### config.mk
export PLATFORM = sky130hd
export DESIGN_NAME = iosp_space
export DESIGN_NICKNAME = d
export VERILOG_FILES = /design/src/rtl/iosp_pkg.sv /design/src/rtl/iosp_decode.sv /design/src/rtl/iosp_regfile.sv /design/src/rtl/iosp_status.sv /design/src/rtl/iosp_space.sv
export SDC_FILE = /design/constraint.sdc
export NUM_CORES = 1
export LEC_CHECK = 0
export ABC_AREA = 1
export BUFFER_PORTS_ARGS = -buffer_cell sky130_fd_sc_hd__clkbuf_2
export CAP_MARGIN = 10
export CORE_UTILIZATION = 55
export DETAILED_ROUTE_END_ITERATION = 10
export GPL_TIMING_DRIVEN = 0
export PLACE_DENSITY = 0.73
export SYNTH_ARGS = -nofsm -noshare
export SYNTH_HDL_FRONTEND = slang
export SYNTH_SLANG_ARGS = --single-unit
export TNS_END_PERCENT = 100
### constraint.sdc
create_clock -name clk -period 3.6 [get_ports clk]
set_clock_uncertainty 0.15 [all_clocks]
set_input_delay 0.36 -clock clk [delete_from_list [all_inputs] [get_ports clk]]
set_output_delay 0.36 -clock clk [all_outputs]
set_load 0.005 [all_outputs]
### src/rtl/iosp_pkg.sv
`timescale 1ns/1ps
package iosp_pkg;
    localparam int IO_AW  = 6;
    localparam int BUS_AW = 7;
    localparam int DW     = 8;
    localparam logic [BUS_AW-1:0] DATA_OFS  = 7'h20;
    localparam logic [BUS_AW-1:0] IO_SPAN   = 7'h40;
    localparam logic [BUS_AW-1:0] BIT_LIMIT = 7'h20;
    localparam logic [IO_AW-1:0]  SREG_IDX  = 6'h3F;

    typedef enum logic [2:0] {
        CMD_NOP  = 3'd0,
        CMD_PRD  = 3'd1,
        CMD_PWR  = 3'd2,
        CMD_DRD  = 3'd3,
        CMD_DWR  = 3'd4,
        CMD_BSET = 3'd5,
        CMD_BCLR = 3'd6,
        CMD_BTST = 3'd7
    } iosp_cmd_e;

    typedef enum logic {
        GIE_OFF = 1'b0,
        GIE_ON  = 1'b1
    } gie_state_e;

    typedef struct packed {
        logic             valid;
        logic             reject;
        logic [IO_AW-1:0] idx;
        logic             rd;
        logic             wr;
        logic             set;
        logic             clr;
        logic             tst;
    } iosp_dec_t;
endpackage

### src/rtl/iosp_decode.sv
`timescale 1ns/1ps
module iosp_decode
    import iosp_pkg::*;
(
    input  logic [2:0]        cmd_i,
    input  logic [BUS_AW-1:0] addr_i,
    output iosp_dec_t         dec_o
);
    logic              port_ok;
    logic              data_ok;
    logic              bit_ok;
    logic [BUS_AW-1:0] data_rel;

    assign port_ok  = addr_i < IO_SPAN;
    assign data_ok  = (addr_i >= DATA_OFS) && (addr_i < (DATA_OFS + IO_SPAN));
    assign bit_ok   = addr_i < BIT_LIMIT;
    assign data_rel = addr_i - DATA_OFS;

    always_comb begin
        dec_o = '0;
        unique case (iosp_cmd_e'(cmd_i))
            CMD_NOP: ;
            CMD_PRD, CMD_PWR: begin
                dec_o.valid  = port_ok;
                dec_o.reject = !port_ok;
                dec_o.idx    = addr_i[IO_AW-1:0];
                dec_o.rd     = port_ok && (cmd_i == CMD_PRD);
                dec_o.wr     = port_ok && (cmd_i == CMD_PWR);
            end
            CMD_DRD, CMD_DWR: begin
                dec_o.valid  = data_ok;
                dec_o.reject = !data_ok;
                dec_o.idx    = data_rel[IO_AW-1:0];
                dec_o.rd     = data_ok && (cmd_i == CMD_DRD);
                dec_o.wr     = data_ok && (cmd_i == CMD_DWR);
            end
            CMD_BSET, CMD_BCLR, CMD_BTST: begin
                dec_o.valid  = bit_ok;
                dec_o.reject = !bit_ok;
                dec_o.idx    = addr_i[IO_AW-1:0];
                dec_o.set    = bit_ok && (cmd_i == CMD_BSET);
                dec_o.clr    = bit_ok && (cmd_i == CMD_BCLR);
                dec_o.tst    = bit_ok && (cmd_i == CMD_BTST);
            end
        endcase
    end
endmodule

### src/rtl/iosp_regfile.sv
`timescale 1ns/1ps
module iosp_regfile
    import iosp_pkg::*;
#(
    parameter logic [IO_AW-1:0] GP_LO_BASE = 6'h00,
    parameter int               GP_LO_N    = 8,
    parameter logic [IO_AW-1:0] GP_HI_BASE = 6'h20,
    parameter int               GP_HI_N    = 8,
    parameter logic [IO_AW-1:0] FLAG_IDX   = 6'h08,
    parameter logic [IO_AW-1:0] CTRL_IDX   = 6'h09,
    parameter logic [DW-1:0]    CTRL_MASK  = 8'h3F
) (
    input  logic             clk,
    input  logic             rst_n,
    input  logic             wr_en,
    input  logic [IO_AW-1:0] idx,
    input  logic [DW-1:0]    wr_data,
    input  logic [DW-1:0]    flag_hw_set,
    output logic [DW-1:0]    rd_byte,
    output logic [DW-1:0]    flag_q
);
    localparam int LO_IW = (GP_LO_N > 1) ? $clog2(GP_LO_N) : 1;
    localparam int HI_IW = (GP_HI_N > 1) ? $clog2(GP_HI_N) : 1;

    logic [IO_AW-1:0] lo_off;
    logic [IO_AW-1:0] hi_off;
    logic             lo_hit;
    logic             hi_hit;
    logic [DW-1:0]    gp_lo_q [GP_LO_N];
    logic [DW-1:0]    gp_hi_q [GP_HI_N];
    logic [DW-1:0]    ctrl_q;

    assign lo_off = idx - GP_LO_BASE;
    assign hi_off = idx - GP_HI_BASE;
    assign lo_hit = lo_off < IO_AW'(GP_LO_N);
    assign hi_hit = hi_off < IO_AW'(GP_HI_N);

    for (genvar g = 0; g < GP_LO_N; g++) begin : g_lo
        always_ff @(posedge clk or negedge rst_n) begin
            if (!rst_n)
                gp_lo_q[g] <= '0;
            else if (wr_en && lo_hit && (lo_off[LO_IW-1:0] == LO_IW'(g)))
                gp_lo_q[g] <= wr_data;
        end
    end

    for (genvar g = 0; g < GP_HI_N; g++) begin : g_hi
        always_ff @(posedge clk or negedge rst_n) begin
            if (!rst_n)
                gp_hi_q[g] <= '0;
            else if (wr_en && hi_hit && (hi_off[HI_IW-1:0] == HI_IW'(g)))
                gp_hi_q[g] <= wr_data;
        end
    end

    always_ff @(posedge clk or negedge rst_n) begin
        if (!rst_n) begin
            flag_q <= '0;
            ctrl_q <= '0;
        end else begin
            flag_q <= (flag_q & ~((wr_en && idx == FLAG_IDX) ? wr_data : '0)) | flag_hw_set;
            if (wr_en && idx == CTRL_IDX)
                ctrl_q <= wr_data & CTRL_MASK;
        end
    end

    always_comb begin
        rd_byte = '0;
        if (lo_hit)
            rd_byte = gp_lo_q[lo_off[LO_IW-1:0]];
        else if (hi_hit)
            rd_byte = gp_hi_q[hi_off[HI_IW-1:0]];
        else if (idx == FLAG_IDX)
            rd_byte = flag_q;
        else if (idx == CTRL_IDX)
            rd_byte = ctrl_q;
    end
endmodule

### src/rtl/iosp_status.sv
`timescale 1ns/1ps
module iosp_status
    import iosp_pkg::*;
(
    input  logic          clk,
    input  logic          rst_n,
    input  logic          wr_en,
    input  logic [DW-1:0] wr_data,
    input  logic          irq_taken,
    input  logic          irq_return,
    input  logic          t_store,
    input  logic          t_src,
    output logic [DW-1:0] sreg,
    output logic          gie_on
);
    gie_state_e state_q;
    gie_state_e state_d;
    logic       t_q;
    logic [5:0] alu_flags_q;

    always_ff @(posedge clk or negedge rst_n) begin
        if (!rst_n) begin
            state_q     <= GIE_OFF;
            t_q         <= 1'b0;
            alu_flags_q <= '0;
        end else begin
            state_q <= state_d;
            if (t_store)
                t_q <= t_src;
            else if (wr_en)
                t_q <= wr_data[6];
            if (wr_en)
                alu_flags_q <= wr_data[5:0];
        end
    end

    always_comb begin
        state_d = state_q;
        unique case (state_q)
            GIE_OFF: begin
                if (!irq_taken && (irq_return || (wr_en && wr_data[7])))
                    state_d = GIE_ON;
            end
            GIE_ON: begin
                if (irq_taken || (!irq_return && wr_en && !wr_data[7]))
                    state_d = GIE_OFF;
            end
        endcase
    end

    always_comb begin
        gie_on = (state_q == GIE_ON);
        sreg   = {gie_on, t_q, alu_flags_q};
    end
endmodule

### src/rtl/iosp_space.sv
`timescale 1ns/1ps
module iosp_space
    import iosp_pkg::*;
#(
    parameter int            GP_LO_N   = 8,
    parameter int            GP_HI_N   = 8,
    parameter logic [DW-1:0] CTRL_MASK = 8'h3F
) (
    input  logic        clk,
    input  logic        rst_n,
    input  logic [2:0]  cmd,
    input  logic [6:0]  addr,
    input  logic [2:0]  bit_sel,
    input  logic [7:0]  wdata,
    input  logic        test_pol,
    input  logic [7:0]  flag_hw_set,
    input  logic        irq_taken,
    input  logic        irq_return,
    input  logic        t_store,
    input  logic        t_src,
    output logic [7:0]  rdata,
    output logic        test_bit,
    output logic        skip,
    output logic        reject,
    output logic        t_bit
);
    iosp_dec_t     dec;
    logic [DW-1:0] rf_byte;
    logic [DW-1:0] sreg;
    logic [DW-1:0] cur;
    logic [DW-1:0] bit_mask;
    logic [DW-1:0] wr_data;
    logic          wr_en;
    logic          sreg_sel;
    logic          gie_on;
    logic [DW-1:0] flag_q;

    iosp_decode i_dec (
        .cmd_i  (cmd),
        .addr_i (addr),
        .dec_o  (dec)
    );

    iosp_regfile #(
        .GP_LO_N   (GP_LO_N),
        .GP_HI_N   (GP_HI_N),
        .CTRL_MASK (CTRL_MASK)
    ) i_rf (
        .clk         (clk),
        .rst_n       (rst_n),
        .wr_en       (wr_en),
        .idx         (dec.idx),
        .wr_data     (wr_data),
        .flag_hw_set (flag_hw_set),
        .rd_byte     (rf_byte),
        .flag_q      (flag_q)
    );

    iosp_status i_st (
        .clk        (clk),
        .rst_n      (rst_n),
        .wr_en      (wr_en && sreg_sel),
        .wr_data    (wr_data),
        .irq_taken  (irq_taken),
        .irq_return (irq_return),
        .t_store    (t_store),
        .t_src      (t_src),
        .sreg       (sreg),
        .gie_on     (gie_on)
    );

    assign sreg_sel = (dec.idx == SREG_IDX);
    assign cur      = sreg_sel ? sreg : rf_byte;
    assign bit_mask = DW'(1) << bit_sel;

    always_comb begin
        wr_en   = dec.valid && (dec.wr || dec.set || dec.clr);
        wr_data = wdata;
        if (dec.set)
            wr_data = cur | bit_mask;
        else if (dec.clr)
            wr_data = cur & ~bit_mask;
    end

    always_comb begin
        rdata    = dec.rd ? cur : '0;
        test_bit = dec.tst && cur[bit_sel];
        skip     = dec.tst && (cur[bit_sel] == test_pol);
        reject   = dec.reject;
        t_bit    = sreg[6];
    end
endmodule

==> results of run 1 <==
==> worst min-delay path by stage <==
stage | from | endpoint | cells past startpoint
after floorplan | rst_n | i_rf.ctrl_q[0]$_DFFE_PN0P_ | 0
after global placement | i_rf.gp_lo_q[47]$_DFFE_PN0P_ | i_rf.gp_lo_q[47]$_DFFE_PN0P_ | 2
after detailed placement | rst_n | i_rf.gp_lo_q[34]$_DFFE_PN0P_ | 1
after CTS | t_src | i_st.t_q$_DFFE_PN0P_ | 3
after global routing | t_src | i_st.t_q$_DFFE_PN0P_ | 3
final | t_src | i_st.t_q$_DFFE_PN0P_ | 3
==> sequential cells by signal, indices dropped and copies added, names as in the netlist <==
signal	count
i_rf.gp_hi_q	64
i_rf.gp_lo_q	64
i_rf.flag_q	8
i_rf.ctrl_q	6
i_st.alu_flags_q	6
i_st.gie_on	1
i_st.t_q	1
==> worst reg2reg max path, stage by stage (launching register included) <==
cell and delay (ns):
dfrtp_1 0.39, nand4_1 0.09, o21ai_0 0.09, nor2_1 0.21
nand2_1 0.11, nand3_1 0.15, nand4_1 0.25, o22ai_2 0.45
nand2_1 0.33, buf_2 0.32, nand2_1 0.09, o21ai_0 0.08
==> stage by stage <==
stage | area (um2) | instances | hold WS (ns) | total power [mW] | setup TNS [ns]
after CTS | 9211 | 1293 | 0.00003880 | 4.446 | 0
after global routing | 9211 | 1293 | 0.02741 | 4.627 | 0
after floorplan | 8069 | 1025 | -0.08559 | 2.475 | 0
after detailed placement | 8561 | 1252 | 0.2047 | 2.738 | 0
final | 9211 | 1293 | 0.009900 | 4.462 | 0
after global placement | 8524 | 1251 | 0.3101 | 2.710 | -91.78
==> metal layers <==
layer / track usage, % / vias to the layer above / part of all wire (%)
met2: 52.37 / 380 / 44
met4: 20.03 / 0 / 5.2
met5: 0 / - / 0
met1: 48.13 / 3562 / 42
li1: - / 3489 / -
met3: 7.288 / 78 / 8.7
==> cell type report <==
cell class	count	area, um2
inverter	132	498.0
clock inverter	12	103.9
multi-input combinational	703	3552
tap	180	225.2
timing repair buffer	56	356.6
sequential	150	3754
clock buffer	20	456.7
fill	1235	4885
buffer	40	265.3
==> Yosys cell counts, types with 8 or more instances <==
library cell	instances
a21oi_1	14
a31oi_1	44
buf_2	20
buf_4	10
dfrtp_1	150
inv_1	118
inv_2	12
mux2_2	8
nand2_1	258
nand2_2	9
nand3_1	42
nand4_1	27
nor2_1	118
nor2_2	8
o21ai_0	88
o21ai_1	16
==> cells by family after synthesis <==
family	Yosys count
AND/OR/NAND/NOR	499
AO/OA/AOI/OAI	194
buffers and inverters	172
flip-flops	150
multiplexers	9
adder cells (fa/ha/maj)	1
==> power by group <==
part	total, mW	switching [mW]	internal (mW)
clock network	1.72	0.739	0.985
registers	2.01	0.102	1.91
logic	0.727	0.478	0.249
total	4.46	1.32	3.14
==> results.tsv, run 1 <==
metric	value	unit
status	finished, final reports clean	
grt total ovfl	0	
crit path max fanout	10	
core area	14100	um2
maximum vdd drop	382.4	uV
Post-Synth XOR/XNOR Area	0	%
gr usage total	35.30	%
commonest non-fill, non-tap cell in the layout	nand2_1	
final wirelength	25180	um
top-area cell type share of the netlist area	46.52	%
Die W	123.1	um
Final period util	94.55	%
placed wire-length estimate	17770	um
largest family of logic cells by synthesized area	simple AND/OR/NAND/NOR gates	
initial antenna violation count	0	
syn_nets	1062	
ys async rst share	100.0	%
RD Place Congestion	0.9255	
post-CTS sizing	0	
vias per cell	5.807	
CP Cell Sequence	clkbuf_2 > nor2_4 > nand2_4 > nand3_1 > buf_4 > nor2_1 > nor2_1 > nand2_1 > nand3_1 > nand4_1 > nor2_1 > nor2_1 > nand2_1 > nand2_1 > nand2_1 > nand2_1 > nor2_1 > clkbuf_2	
mux cell area share after synthesis	1.303	%
H-tree levels	4	
critical path's slowest cell	nand3_1	
flop2flop setup slack	0.75	ns
final worst path period need	3.404	ns
final slew viol count	0	
Post CTS Setup Buffer Count	0	
Crit Path Category	input port to output pin	
Yosys reg bits	150	
Mean Syn Cell Area	7.872	um2
Seq/Total Area, Yosys	46.52	%
Residual DRC	0	
Boundary Pins	48	
Setup violations, final	0	
hold_buf cts	9	
CP endpoint	skip	
Via Count	7509	
CP bufs+invs	3	
synthesized instance count	1025	
largest net degree at the start of global routing	97	
pre-CTS setup slack	0.01563	ns
Cell variety after synth	44	
worst path arrival time	2.89	ns
Worst Tran Pin Value	0.5777	ns
Max Cap Violations	0	
CP required	3.09	ns
most frequent cells in the layout	nand2_1, dfrtp_1, inv_1, nor2_1, o21ai_0	
Clock Latency Late Sink	0.43	ns
Lkg Pwr	4.671	nW
post-synthesis compound-gate area fraction	14.33	%
cell area after synthesis	8069	um2
post-synth top area cell	dfrtp_1	
CTS sink cnt	150	
share of layout cells above drive strength 1	16.89	%
Synth area leaders	dfrtp_1, nand2_1, inv_1, nor2_1, o21ai_0	
clock tree root driver cell	clkbuf_16	
Clk pin slew, worst setup/hold paths	0.06	ns
Rows	43	
slowest stage delay, CP	0.35	ns
drt first pass iters	6	
Startpoint Class	input port	
synth warn	0	
die height	123.1	um
final hold violations	0	
Crit. path cell count	18	
Inserted Clock Buffers	17	
FF-to-FF path depth	11	
Critical Path Start	cmd[0]	
Initial DRC Count	785	
first-pass GRT wire length	38750	um
Synth Flop Type	dfrtp_1	
reg-to-reg critical path startpoint	i_rf.gp_lo_q[44]$_DFFE_PN0P_	
power density over cell area	484.4	nW/um2
Top delay family on crit path	simple AND/OR/NAND/NOR gates	
antenna cells	0	
Avg WL per Cell	19.47	um
NumNets Final	1137	
Synth Area in Adders	0.1551	%
Final Util	65.35	%
setup ws final	0.1962	ns
Worst setup EP type	output pin	
clock buffer depth	2	
Post-Synth Simple-Gate Area	28.24	%
number of buffers added on ports	46	
CTS tree	built	
vias in the first global route	7091	
Hold Path Class	input port to flop	
Fmax achieved	293.8	MHz
DRT antenna net count	0	
starting density of the core	57.24	%
Area Growth Syn to Fin	14.16	%
RSZ-0062 raised after global routing	no	
Slew headroom	61.49	%
r2r endpoint	i_rf.gp_lo_q[36]$_DFFE_PN0P_	
die area	15160	um2
Post-synth EDFFs	0	
(Power assumes the default switching activity.)
==> inputs of run 2 (changes only) <==
==> constraint.sdc (replaced) <==
create_clock -name clk -period 3.6 [get_ports clk]
set_clock_uncertainty 0.15 [all_clocks]
set_input_delay 0 -clock clk [delete_from_list [all_inputs] [get_ports clk]]
set_output_delay 0 -clock clk [all_outputs]
set_load 0.005 [all_outputs]
==> results.tsv, run 2 (synthesized netlist as in run 1, its figures left out) <==
metric	value	unit
clock share of power	38.5	%
Register Area	3754	um2
largest net degree at the start of global routing	97	
NumNets Final	1158	
CTS sink cnt	150	
status	finished, final reports clean	
maximum vdd drop	383.7	uV
Fmax achieved	298.2	MHz
Boundary Pins	48	
final instance area	9439	um2
die area	15160	um2
post-CTS sizing	0	
vias in the first global route	7233	
crit path max fanout	7	
FF-to-FF path depth	14	
RD Place Congestion	0.9255	
vias per cell	5.801	
die height	123.1	um
H-tree levels	4	
Area Growth Syn to Fin	16.98	%
Hold Path Class	input port to flop	
Startpoint Class	input port	
Reg power frac	44.9	%
clock tree root driver cell	clkbuf_16	
Design Power	4.481	mW
Clk pin slew, worst setup/hold paths	0.06	ns
most frequent cells in the layout	nand2_1, dfrtp_1, inv_1, nor2_1, o21ai_0	
RSZ-0062 raised after global routing	no	
final worst path period need	3.353	ns
clock buffer depth	2	
Worst Tran Pin Value	0.5712	ns
area taken by multi-input logic gates	3552	um2
DP Area	8561	um2
Die W	123.1	um
Worst setup EP type	flop	
power share of the combinational group	16.7	%
biggest regs	i_rf.gp_hi_q x64, i_rf.gp_lo_q x64, i_rf.flag_q x8	
Min-Delay Path Depth	5	
Avg WL per Cell	19.53	um
Rows	43	
Initial DRC Count	879	
Max Cap Violations	0	
Slew headroom	61.92	%
Clock Latency Late Sink	0.43	ns
Setup violations, final	0	
Sw Ratio	29.56	%
CP required	3.82	ns
Crit Path Category	input port to flop	
Final Util	66.96	%
grt total ovfl	0	
starting density of the core	57.24	%
core area	14100	um2
Inserted Clock Buffers	17	
worst path arrival time	3.57	ns
net switching power figure	1.324	mW
share of layout cells above drive strength 1	16.67	%
antenna cells	0	
initial antenna violation count	0	
CTS tree	built	
placed wire-length estimate	17770	um
internal power	3.157	mW
power density over cell area	474.8	nW/um2
number of buffers added on ports	46	
drt first pass iters	5	
Lkg Pwr	4.746	nW
Via Count	7622	
commonest non-fill, non-tap cell in the layout	nand2_1	
Residual DRC	0	
Layout fillers	1205	
first-pass GRT wire length	39460	um
DRT antenna net count	0	
final hold violations	0	
gr usage total	35.88	%
final slew viol count	0	
Final period util	93.15	%
final wirelength	25670	um
==> run 2: repair_timing <==
item                                   in CTS  in global routing
endpoints found under the hold margin     193                  0
setup buffers                               0                  0
hold buffers                               30                  0
==> run 2: critical path, cell delays in order <==
cell,delay [ns]
dlygate4sd3_1,0.53
clkbuf_2,0.22
inv_1,0.40
nor2_1,0.15
nand3_1,0.21
inv_1,0.17
nand2_1,0.11
nand4_1,0.26
o22ai_2,0.41
nand2_1,0.31
nand2_1,0.13
a21o_1,0.11
dlygate4sd3_1,0.54
==> run 2: path summary, 6_finish.rpt <==
check                                        startpoint                            to  slack [ns]
setup / recovery                                addr[2]      i_rf.flag_q[4]$_DFF_PN0_        0.25
hold / removal                                 wdata[7]  i_rf.gp_lo_q[39]$_DFFE_PN0P_        0.03
setup reg to reg           i_rf.gp_lo_q[38]$_DFFE_PN0P_          i_st.t_q$_DFFE_PN0P_        0.45
hold reg to reg            i_rf.gp_lo_q[58]$_DFFE_PN0P_  i_rf.gp_lo_q[58]$_DFFE_PN0P_        0.33
max in group asynchronous                         rst_n  i_rf.gp_hi_q[34]$_DFFE_PN0P_        2.32
min in group asynchronous                         rst_n  i_rf.gp_lo_q[34]$_DFFE_PN0P_        0.51
==> run 2: power groups by stage <==
stage / logic [mW] / registers (mW) / clock network [mW]
final: 0.746 / 2.01 / 1.72
after global routing: 0.828 / 2.03 / 1.79
after CTS: 0.734 / 2.01 / 1.72
after detailed placement: 0.703 / 2.03 / 0
after global placement: 0.682 / 2.03 / 0
after floorplan: 0.468 / 2.01 / 0
==> run 2: cell type report <==
| type | count | share of cell area (%) |
|---|---|---|
| flip-flops and latches | 150 | 39.77 |
| multi-input cells | 703 | 37.63 |
| repair buffers | 77 | 6.190 |
| inverters | 132 | 5.276 |
| clock buffers | 20 | 4.838 |
| plain buffers | 40 | 2.810 |
| well taps | 180 | 2.386 |
| clock inverters | 12 | 1.100 |
==> run 2: through the flow <==
| stage | setup slack [ns] | instances | setup TNS, ns | hold WS, ns |
|---|---|---|---|---|
| 6_report | 0.2465 | 1314 | 0 | 0.02989 |
| 5_1_grt | 0.1185 | 1314 | 0 | 0.05932 |
| 4_1_cts | 0.3578 | 1314 | 0 | 0.02423 |
| 3_5_place_dp | 0.3756 | 1252 | 0 | -0.1553 |
| 3_3_place_gp | -0.2634 | 1251 | -37.73 | 0.03207 |
| 2_1_floorplan | 1.578 | 1025 | 0 | -0.4456 |
==> run 2: per-layer routing <==
layer  vias up  GRT usage (%)  part of all wire [%]
met5         -              0                     0
met4         0          19.58                   4.8
met3        81          7.288                   9.6
met2       398          53.95                    45
met1      3619          48.71                    41
li1       3524              -                     -
==> inputs of run 3 (changes only) <==
--- a/config.mk
+++ b/config.mk
@@ -8,10 +8,9 @@
 export ABC_AREA = 1
 export BUFFER_PORTS_ARGS = -buffer_cell sky130_fd_sc_hd__clkbuf_2
 export CAP_MARGIN = 10
-export CORE_UTILIZATION = 55
+export CORE_UTILIZATION = 45
 export DETAILED_ROUTE_END_ITERATION = 10
 export GPL_TIMING_DRIVEN = 0
-export PLACE_DENSITY = 0.73
 export SYNTH_ARGS = -nofsm -noshare
 export SYNTH_HDL_FRONTEND = slang
 export SYNTH_SLANG_ARGS = --single-unit
==> results.tsv, run 3 (synthesized netlist as in run 1, its figures left out) <==
metric	value	unit
RSZ-0062 raised after global routing	yes	
Initial DRC Count	724	
final setup TNS	0	ns
NumNets Final	1156	
power density over cell area	493.3	nW/um2
initial antenna violation count	0	
Area Growth Syn to Fin	17.99	%
slowest stage delay, CP	0.58	ns
Avg WL per Cell	19.84	um
maximum vdd drop	346.2	uV
antenna cells	0	
die height	135.9	um
Reg power frac	42.8	%
final hold violations	38	
grt total ovfl	0	
Worst setup EP type	flop	
Sw Ratio	29.08	%
final wirelength	26900	um
vias in the first global route	6958	
internal power	3.331	mW
biggest regs	i_rf.gp_hi_q x64, i_rf.gp_lo_q x64, i_rf.flag_q x8	
DP Area	8617	um2
failing checks	negative hold slack	
CP Cell Sequence	dlygate4sd3_1 > clkbuf_2 > inv_1 > nor2_1 > nand3_1 > nor2_1 > nor3_1 > a21oi_1 > dlygate4sd3_1 > nand2_1 > dlygate4sd3_1	
Crit Path Category	input port to flop	
final worst path period need	3.454	ns
clock buffer depth	2	
Setup violations, final	0	
H-tree levels	4	
Final period util	95.94	%
number of buffers added on ports	46	
Lkg Pwr	4.752	nW
net switching power figure	1.366	mW
Layout fillers	1678	
most frequent cells in the layout	nand2_1, dfrtp_1, inv_1, nor2_1, o21ai_0	
Boundary Pins	48	
power share of the combinational group	16.0	%
Max Cap Violations	0	
Inserted Clock Buffers	17	
CP required	3.77	ns
core area	17420	um2
commonest non-fill, non-tap cell in the layout	nand2_1	
die area	18470	um2
post-CTS sizing	0	
Rows	48	
largest net degree at the start of global routing	86	
Hold Path Class	input port to async pin	
Fmax achieved	289.5	MHz
final instance area	9520	um2
placed insts	1297	
Clk pin slew, worst setup/hold paths	0.07	ns
Fin Hold WS	-0.01927	ns
Clock Latency Late Sink	0.44	ns
share of layout cells above drive strength 1	16.62	%
critical path's slowest cell	dlygate4sd3_1	
first-pass GRT wire length	41260	um
Slew headroom	62.16	%
Residual DRC	0	
CTS tree	built	
most frequent CP cell	dlygate4sd3_1	
Die W	135.9	um
DRT antenna net count	0	
gr usage total	30.83	%
Startpoint Class	input port	
starting density of the core	46.33	%
worst path arrival time	3.62	ns
Worst Tran Pin Value	0.5655	ns
status	finished, violations left	
CTS sink cnt	150	
RD Place Congestion	0.9332	
clock tree root driver cell	clkbuf_16	
clock share of power	41.2	%
vias per cell	5.471	
fin cells	1356	
Via Count	7418	
crit path max fanout	6	
drt first pass iters	5	
final slew viol count	0	
placed wire-length estimate	18940	um
==> run 3: cell count changes in the layout (fill, tap and decap cells not counted), sizes merged <==
cell and change:
clkinv -4, bufinv +3, clkbuf -3, inv +3, buf -1, dlygate4sd3 -1
==> run 3: repair_timing <==
action | CTS | global route
buffers inserted | 0 | 0
hold buffers | 28 | 0
endpoints found under the setup margin | 0 | 1
hold endpoints to repair | 192 | 0
==> run 3: cell type report <==
class / instances / area (um2) / share of cell area (%)
clock buffers: 17 / 425.4 / 4.468
well taps: 225 / 281.5 / 2.957
repair buffers: 75 / 546.8 / 5.743
clock inverters: 14 / 197.7 / 2.076
flip-flops and latches: 150 / 3754 / 39.43
multi-input cells: 703 / 3552 / 37.31
inverters: 132 / 498.0 / 5.231
plain buffers: 40 / 265.3 / 2.786
==> run 3: metrics by stage <==
stage | utilization [%] | power (mW) | setup slack, ns
finish | 54.66 | 4.697 | 0.1461
global route | 54.66 | 4.886 | -0.005862
CTS | 54.66 | 4.699 | 0.2624
detailed placement | 49.48 | 2.755 | 0.3752
global placement | 49.27 | 2.738 | -0.3834
floorplan | - | 2.475 | 1.578
==> run 3: power by group through the flow <==
stage	sequential, mW	clock, mW	combinational (mW)
after floorplan	2.01	0	0.468
after global routing	2.03	2.02	0.840
final	2.01	1.93	0.752
after CTS	2.01	1.95	0.744
after detailed placement	2.04	0	0.719
after global placement	2.03	0	0.705
==> run 3: final timing paths <==
path	end	slack [ns]	from	depth (start not counted)
worst min register to register	i_rf.gp_lo_q[9]$_DFFE_PN0P_	0.33	i_rf.gp_lo_q[9]$_DFFE_PN0P_	2
worst min-delay path	i_rf.gp_lo_q[41]$_DFFE_PN0P_	-0.02	rst_n	2
max in group asynchronous	i_rf.gp_hi_q[40]$_DFFE_PN0P_	2.48	rst_n	3
worst max register to register	i_st.t_q$_DFFE_PN0P_	0.47	i_rf.gp_hi_q[6]$_DFFE_PN0P_	16
min in group clk	i_rf.gp_hi_q[59]$_DFFE_PN0P_	0.04	wdata[3]	3
worst max-delay path	i_st.t_q$_DFFE_PN0P_	0.15	addr[2]	11
==> run 3: routing by layer <==
metal | share of wire [%] | global-route usage, % | vias up
li1 | - | - | 3522
met1 | 45 | 43.68 | 3548
met2 | 44 | 46.23 | 300
met3 | 8.3 | 6.413 | 48
met4 | 3.0 | 11.54 | 0
met5 | 0 | 0 | -
==> run 3: worst max-delay path: cells and delay by family <==
kind | cells | cell delay, ns
AOI/OAI and AO/OA | 1 | 0.15
buffers and inverters | 5 | 2.19
and+or+nand+nor | 5 | 1.29
